File: src/rtl/bpf_pkg.sv
package bpf_pkg;
  localparam int unsigned LANE_W = 8;

  function automatic logic lane_even_par(input logic [LANE_W-1:0] b);
    return ^b;
  endfunction
endpackage

File: src/rtl/bpf_parity_gen.sv
module bpf_parity_gen #(
  parameter int unsigned DATA_W = 32,
  localparam int unsigned LANES = DATA_W / bpf_pkg::LANE_W
) (
  input  logic [DATA_W-1:0] word,
  output logic [LANES-1:0]  par
);
  for (genvar g = 0; g < LANES; g++) begin : g_lane
    assign par[g] = bpf_pkg::lane_even_par(word[g*bpf_pkg::LANE_W +: bpf_pkg::LANE_W]);
  end
endmodule

File: src/rtl/bpf_store.sv
module bpf_store #(
  parameter int unsigned ENTRY_W = 36,
  parameter int unsigned DEPTH   = 8,
  localparam int unsigned AW     = (DEPTH > 1) ? $clog2(DEPTH) : 1
) (
  input  logic               clk,
  input  logic               rst,
  input  logic               wr_en,
  input  logic [ENTRY_W-1:0] wr_entry,
  input  logic               rd_en,
  output logic [ENTRY_W-1:0] rd_entry,
  output logic               full,
  output logic               empty
);
  localparam logic [AW:0]   CNT_MAX = (AW+1)'(DEPTH);
  localparam logic [AW-1:0] PTR_END = AW'(DEPTH - 1);

  logic [ENTRY_W-1:0] mem [DEPTH];
  logic [AW-1:0]      wr_ptr, rd_ptr;
  logic [AW:0]        count;
  logic               do_wr, do_rd;

  assign full  = (count == CNT_MAX);
  assign empty = (count == '0);
  assign do_wr = wr_en && !full;
  assign do_rd = rd_en && !empty;
  assign rd_entry = mem[rd_ptr];

  always_ff @(posedge clk) begin
    if (do_wr) mem[wr_ptr] <= wr_entry;
  end

  always_ff @(posedge clk) begin
    if (rst) begin
      wr_ptr <= '0;
      rd_ptr <= '0;
      count  <= '0;
    end else begin
      if (do_wr) wr_ptr <= (wr_ptr == PTR_END) ? '0 : wr_ptr + 1'b1;
      if (do_rd) rd_ptr <= (rd_ptr == PTR_END) ? '0 : rd_ptr + 1'b1;
      case ({do_wr, do_rd})
        2'b10:   count <= count + 1'b1;
        2'b01:   count <= count - 1'b1;
        default: count <= count;
      endcase
    end
  end


  occupancy_cap_chk: assert property (@(posedge clk) disable iff (rst) count <= CNT_MAX);

  full_hold_chk: assert property (@(posedge clk) disable iff (rst) (full && !rd_en) |=> full);

  empty_hold_chk: assert property (@(posedge clk) disable iff (rst) (empty && !wr_en) |=> empty);
endmodule

File: src/rtl/bpf_err_pipe.sv
module bpf_err_pipe #(
  parameter int unsigned LANES = 4,
  parameter int unsigned LAT   = 2
) (
  input  logic             clk,
  input  logic             rst,
  input  logic [LANES-1:0] hit,
  output logic [LANES-1:0] hit_late
);
  logic [LANES-1:0] stage [LAT];

  always_ff @(posedge clk) begin
    if (rst) begin
      for (int i = 0; i < int'(LAT); i++) stage[i] <= '0;
    end else begin
      stage[0] <= hit;
      for (int i = 1; i < int'(LAT); i++) stage[i] <= stage[i-1];
    end
  end

  assign hit_late = stage[LAT-1];

  if (LAT == 1) begin : g_chk1

    err_delay_chk: assert property (@(posedge clk) disable iff (rst) hit_late == $past(hit));
  end else begin : g_chk2

    err_delay_chk: assert property (@(posedge clk) disable iff (rst) hit_late == $past(hit, 2));
  end
endmodule

File: src/rtl/byte_parity_fifo.sv
module byte_parity_fifo #(
  parameter int unsigned DATA_W  = 32,
  parameter int unsigned DEPTH   = 8,
  parameter bit          PROTECT = 1'b1,
  parameter int unsigned ERR_LAT = 2,
  localparam int unsigned LANES  = DATA_W / bpf_pkg::LANE_W
) (
  input  logic              clk,
  input  logic              rst,
  input  logic              in_valid,
  output logic              in_ready,
  input  logic [DATA_W-1:0] in_data,
  input  logic [LANES-1:0]  fault_flip,
  output logic              out_valid,
  input  logic              out_ready,
  output logic [DATA_W-1:0] out_data,
  output logic              full,
  output logic              empty,
  output logic              par_err,
  output logic [LANES-1:0]  par_err_lanes
);
  localparam int unsigned ENTRY_W = DATA_W + (PROTECT ? LANES : 0);

  logic [ENTRY_W-1:0] wr_entry, rd_entry;
  logic               wr_fire, rd_fire;

  assign in_ready  = !full;
  assign out_valid = !empty;
  assign wr_fire   = in_valid && in_ready;
  assign rd_fire   = out_valid && out_ready;
  assign out_data  = rd_entry[DATA_W-1:0];

  if (PROTECT) begin : g_prot
    logic [LANES-1:0] wr_par, rd_calc, mism;

    bpf_parity_gen #(.DATA_W(DATA_W)) u_gen_wr (.word(in_data), .par(wr_par));
    bpf_parity_gen #(.DATA_W(DATA_W)) u_gen_rd (.word(rd_entry[DATA_W-1:0]), .par(rd_calc));

    assign wr_entry = {wr_par ^ fault_flip, in_data};
    assign mism     = (rd_calc ^ rd_entry[ENTRY_W-1:DATA_W]) & {LANES{rd_fire}};

    bpf_err_pipe #(.LANES(LANES), .LAT(ERR_LAT)) u_pipe (
      .clk(clk), .rst(rst), .hit(mism), .hit_late(par_err_lanes)
    );
  end else begin : g_bare
    assign wr_entry      = in_data;
    assign par_err_lanes = '0;
  end

  assign par_err = |par_err_lanes;

  bpf_store #(.ENTRY_W(ENTRY_W), .DEPTH(DEPTH)) u_store (
    .clk(clk), .rst(rst),
    .wr_en(wr_fire), .wr_entry(wr_entry),
    .rd_en(rd_fire), .rd_entry(rd_entry),
    .full(full), .empty(empty)
  );
endmodule

File: config.mk
export PLATFORM = sky130hd
export DESIGN_NAME = byte_parity_fifo
export DESIGN_NICKNAME = d
export VERILOG_FILES = /design/src/rtl/bpf_pkg.sv /design/src/rtl/bpf_parity_gen.sv /design/src/rtl/bpf_store.sv /design/src/rtl/bpf_err_pipe.sv /design/src/rtl/byte_parity_fifo.sv
export SDC_FILE = /design/constraint.sdc
export NUM_CORES = 1
export LEC_CHECK = 0
export BUFFER_PORTS_ARGS = -buffer_cell sky130_fd_sc_hd__buf_2
export CORE_MARGIN = 2
export CORE_UTILIZATION = 60
export CTS_CLUSTER_SIZE = 20
export DETAILED_ROUTE_END_ITERATION = 6
export PLACE_DENSITY = 0.79
export SKIP_LAST_GASP = 1
export SLEW_MARGIN = 10
export SYNTH_ARGS = -nofsm -noshare
export SYNTH_HDL_FRONTEND = slang
export SYNTH_SLANG_ARGS = --single-unit
File: constraint.sdc
create_clock -name clk -period 5.3 [get_ports clk]
set_input_delay 0.795 -clock clk [delete_from_list [all_inputs] [get_ports clk]]
set_output_delay 0.795 -clock clk [all_outputs]
set_load 0.01 [all_outputs]
==> results.md, run 1 <==
- Worst skew pair latency: 0.56 ns
- Critical Path Sink Type: output pin
- Worst Skew: 0.0161 ns
- CTS tree: yes
- Mapped cell area: 12500 sq um
- Vert. Die Dim: 148 um
- Buffers on Ports: 80
- Layout cells sized above 1: 34.3%
- Final setup fails: 0
- Maximum clock frequency: 256 MHz
- Worst hold stages: 1
- Antenna Cells: 0
- Post-synth EDFFs: 288
- Drt wl/cell: 24.8 um
- Core ar.: 20300 sq um
- Post-synth top area cell: edfxtp_1
- Syn Nets: 645
- CTS buffer count: 31
- Slew @ Worst Pin: 1.09 ns
- Via Count: 5866
- Worst Hold End: g_prot.u_pipe.stage[0][7]
- Placed cell area: 13200 sq um
- Final slew viol count: 0
- Via/cell ratio: 5.93
- HPWL Detailed: 14200 um
- Final period utilization: 73.7%
- Syn Area/Cell: 20.9 sq um
- Final ANT Viol Nets: 0
- Initial antenna violation count: 1
- Rel. slew slack: 27.0%
- Hold WC Path Type: reg2reg
- Clock sinks: 309
- CTS Buffer Depth: 3
- DIE WIDTH: 148 um
- Status: completed
- Min Clock Period, post-route: 3.91 ns
- FILL cells: 1264
- Starting Density: 61.4%
- Reg-to-Reg End: g_prot.u_pipe.stage[0][1]
- Gr usage total: 23.3%
- Root buf cell: clkbuf_16
- P&R area growth vs syn: 14.4%
- Drt pass-1 iters: 5
- Async SR Flop Fraction: 0%
- Crit path arrival time: 3.11 ns
- R2R cell count: 7
- Post-CTS resize count: 0
- Most common cell in the synthesized netlist: edfxtp_1
- CTS Hold Bufs: 0
- Vias in the first global route: 6328
- CTS clk-pin slew, worst paths: 0.06 ns
- First-pass GRT wire length: 37300 um
- Nets: 742
- Synth top cells by count: edfxtp_1, mux4_2, mux2i_1
- Seq cells post-synth: 309
- Post-layout power: 7080 uW
- Power density over the cells: 496 nW/um^2
- Post-synth top area share: 69.4%
- Cells after Synth: 598
- GPL Wtd Cong: 0.748
- Largest net degree at the start of global routing: 57
- Hold path startpoint: g_prot.u_pipe.stage[0][3]
- Final hold viol count: 0
- CTS H-tree lvls: 1
- Setup CP Type: reg2out
- Routed WL: 24500 um
- Final instance area: 14300 sq um
- Rows: 52
- Number of post-CTS setup repair buffers: 0
- Max FO, Critical Path: 38
- R2r setup slk: 2.00 ns
- Prevailing post-synth register cell: edfxtp_1
- Crit start category: register
- Ports: 81
- Top cells by area, synth: edfxtp_1, mux4_2, dfxtp_1
- Max-Cap Viols: 0
- Hold_ws: 0.443 ns
- DRT iter0 DRCs: 425
- CP required: 4.51 ns
- DRC: 0
- RSZ-0062 raised after global routing: false
- Sequential fraction of the synthesis area: 72.7%
- Total congestion overflow: 0
- Max VDD drop: 0.452 mV
- Final core utilization: 70.3%
- Die area: 22000 sq um
- P_leak: 0.00473 uW
- Netlist cell types: 34
- Setup_tns: 0 ns
- Warnings from Yosys: 0
worst max path at each step:
stage                              endpoint  slack, ns  cells after the start
after floorplan           u_store.mem[0][0]       0.31                      5
after global placement         out_data[29]       1.93                      4
after detailed placement       out_data[29]       1.90                      4
after CTS                      out_data[13]       1.29                      4
after global routing           out_data[13]       1.15                      4
final                          out_data[13]       1.39                      4
through the flow:
stage | worst slack, ns | std cells
floorplan | 0.309 | 598
CTS | 1.29 | 990
global route | 1.15 | 990
detailed placement | 1.90 | 932
finish | 1.39 | 990
global placement | 1.93 | 932
critical path: stages (launching register included):
cell and delay, ns:
dfxtp_4 0.84, buf_4 0.59, mux4_2 0.58, mux2_2 0.32
buf_2 0.15
registers in the layout, summed over array words and instances, names as in the netlist, named ones only:
name and cells:
g_prot.u_pipe.stage 8, u_store.count 4, u_store.mem 288, u_store.rd_ptr 3, u_store.wr_ptr 3
cells in the final DEF, fill, tap and decap left out, types with 5 or more instances in the layout:
master	n
edfxtp_1	288
mux2i_1	37
buf_4	12
dfxtp_1	18
mux2_2	20
nor2_1	6
ha_1	7
xnor2_1	33
bufinv_16	6
clkbuf_16	31
inv_1	11
clkinv_1	5
xnor3_1	8
nand2_1	10
xor2_1	15
a21oi_1	9
buf_2	80
mux4_2	62
area by class of cell:
type                            count  area, sq um  share of cell area [%]
Clock inverter                     21          267                    1.87
Tap cell                          270          338                    2.37
Timing Repair Buffer               92          490                    3.44
Inverter                           11         41.3                   0.289
Multi-Input combinational cell    250         3230                    22.6
Sequential cell                   309         9080                    63.6
Clock buffer                       37          828                    5.80
kinds of logic after synthesis:
group                      count (synthesis)  share of synthesized area, %
muxes                                    125                          16.9
DFF                                      309                          72.7
buffers and inverters                     39                          1.79
adders and majority gates                  7                         0.702
AOI/OAI and AO/OA                         12                         0.492
xor gates and xnor gates                  60                          5.34
and+or+nand+nor                           46                          2.08
layer usage:
metal	global-route usage [%]	vias to the layer above	part of all wire [%]
met5	0	-	0.053
met1	31.9	3009	41
met3	4.42	39	6.3
li1	-	2590	-
met2	39.6	226	51
met4	5.52	2	1.8
where the power goes:
| group | total (uW) | internal [uW] | switching (uW) |
|---|---|---|---|
| clock network | 2290 | 1410 | 883 |
| logic | 1800 | 1010 | 792 |
| registers | 2990 | 2840 | 152 |
| total | 7080 | 5260 | 1830 |
No activity file was read; power rests on OpenSTA's default activity.
==> run 2: changes to the inputs <==
==> constraint.sdc (replaced) <==
create_clock -name clk -period 3.95 [get_ports clk]
set_input_delay 0.5925 -clock clk [delete_from_list [all_inputs] [get_ports clk]]
set_output_delay 0.5925 -clock clk [all_outputs]
set_load 0.01 [all_outputs]
==> results.md, run 2 (synthesized netlist as in run 1, its figures left out) <==
- Status: completed
- Number of post-CTS setup repair buffers: 0
- Starting Density: 61.4%
- Final ANT Viol Nets: 0
- Worst Skew: 0.0127 ns
- CTS Buffer Depth: 3
- CTS buffer count: 30
- FF+latch area: 9080 sq um
- Max-Cap Viols: 0
- CTS clk-pin slew, worst paths: 0.06 ns
- Clock sinks: 309
- Vias in the first global route: 6326
- Rows: 52
- CTS tree: yes
- CTS H-tree lvls: 1
- Via/cell ratio: 6.05
- CTS Hold Bufs: 0
- Die area: 22000 sq um
- Buffers on Ports: 80
- DRT iter0 DRCs: 480
- Biggest regs: u_store.mem: 288 flops, g_prot.u_pipe.stage: 8 flops, u_store.count: 4 flops
- Final hold viol count: 0
- Post-layout power: 9350 uW
- Crit start category: register
- Routed WL: 25000 um
- Drt wl/cell: 25.1 um
- Largest stage delay, worst path: 0.55 ns
- Maximum clock frequency: 297 MHz
- Vert. Die Dim: 148 um
- Min Clock Period, post-route: 3.37 ns
- Max FO, Critical Path: 26
- FILL cells: 1242
- Worst skew pair latency: 0.54 ns
- DIE WIDTH: 148 um
- RSZ-0062 raised after global routing: false
- Nets: 751
- GPL Wtd Cong: 0.753
- Power density over the cells: 653 nW/um^2
- Most common cell after layout, fill and taps aside: edfxtp_1
- Area occupied by multi-input gates: 3240 sq um
- Initial antenna violation count: 1
- Ports: 81
- Final setup fails: 0
- Drt pass-1 iters: 5
- Core ar.: 20300 sq um
- Layout cells sized above 1: 34.1%
- HPWL Detailed: 15700 um
- P_leak: 0.00476 uW
- Slew @ Worst Pin: 0.763 ns
- Hold WC Path Type: in2reg
- DRC: 0
- CP max-delay cell: dfxtp_4
- Via Count: 6029
- Max VDD drop: 0.466 mV
- First-pass GRT wire length: 37700 um
- Total congestion overflow: 0
- Rel. slew slack: 49.0%
- CP Cell Sequence: buf_12 -> buf_4 -> mux4_2 -> mux2_2 -> buf_2
- CP required: 3.36 ns
- Setup CP Type: reg2out
- Commonest non-fill, non-tap cells in the layout: edfxtp_1, buf_2, mux4_2, mux2i_1, xnor2_1
- Antenna Cells: 0
- Final slew viol count: 0
- Largest net degree at the start of global routing: 37
- Final period utilization: 85.2%
- Max reg flops: 288
- Critical Path Sink Type: output pin
- Setup_tns: 0 ns
- Gr usage total: 23.3%
- Root buf cell: clkbuf_16
- Largest reg by FF count: u_store.mem
- Crit path arrival time: 2.77 ns
- Post-CTS resize count: 0
- P&R area growth vs syn: 14.8%
==> run 2: cell count changes in the layout (fill, tap and decap cells not counted), moves of 2 or more <==
cell and change:
buf_4 +6, clkbuf_1 +4, inv_6 -2, buf_12 +4, clkinvlp_4 -4, clkinv_1 +2, clkbuf_8 -3
==> run 2: report_power, final <==
part / internal, uW / switching, uW
Combinational: 1390 / 1130
Clock: 1750 / 1140
Sequential: 3810 / 131
Total: 6950 / 2400
==> run 2: final cells by class <==
class                   count  area share (%)
multi-input cells         250            22.6
clock buffers              38            5.60
inverters                  11           0.289
well taps                 270            2.36
repair buffers            102            4.30
flip-flops and latches    309            63.4
clock inverters            17            1.41
==> run 2: stage by stage <==
step | cell area, sq um | cells | setup WS (ns) | hold slack [ns] | utilization (%)
floorplan | 12500 | 598 | -0.0833 | 0.414 | -
global placement | 13300 | 942 | 0.937 | 0.453 | 65.6
detailed placement | 13300 | 942 | 0.829 | 0.449 | 65.6
CTS | 14300 | 997 | 0.511 | 0.328 | 70.5
global route | 14300 | 997 | 0.422 | 0.352 | 70.5
finish | 14300 | 997 | 0.584 | 0.341 | 70.5
==> run 2: final timing paths <==
| kind | from | end | slack (ns) | cells past startpoint |
|---|---|---|---|---|
| max | register | out_data[23] | 0.58 | 5 |
| min | in_valid | u_store.wr_ptr[2] | 0.34 | 3 |
| max reg2reg | register | g_prot.u_pipe.stage[0][0] | 0.87 | 7 |
| min reg2reg | g_prot.u_pipe.stage[0][2] | g_prot.u_pipe.stage[0][6] | 0.45 | 1 |
==> run 2: routing by layer <==
metal / track usage (%) / wire (um)
met5: 0 / 12
met4: 6.19 / 482
met3: 3.74 / 1510
met2: 39.3 / 12700
met1: 32.3 / 10300
==> run 2: worst max-delay path, delay by kind of cell, from the launching register on <==
kind / cells / cell delay (ns)
multiplexers: 2 / 0.87
buffers and inverters: 3 / 0.76
flip-flops: 1 / 0.55
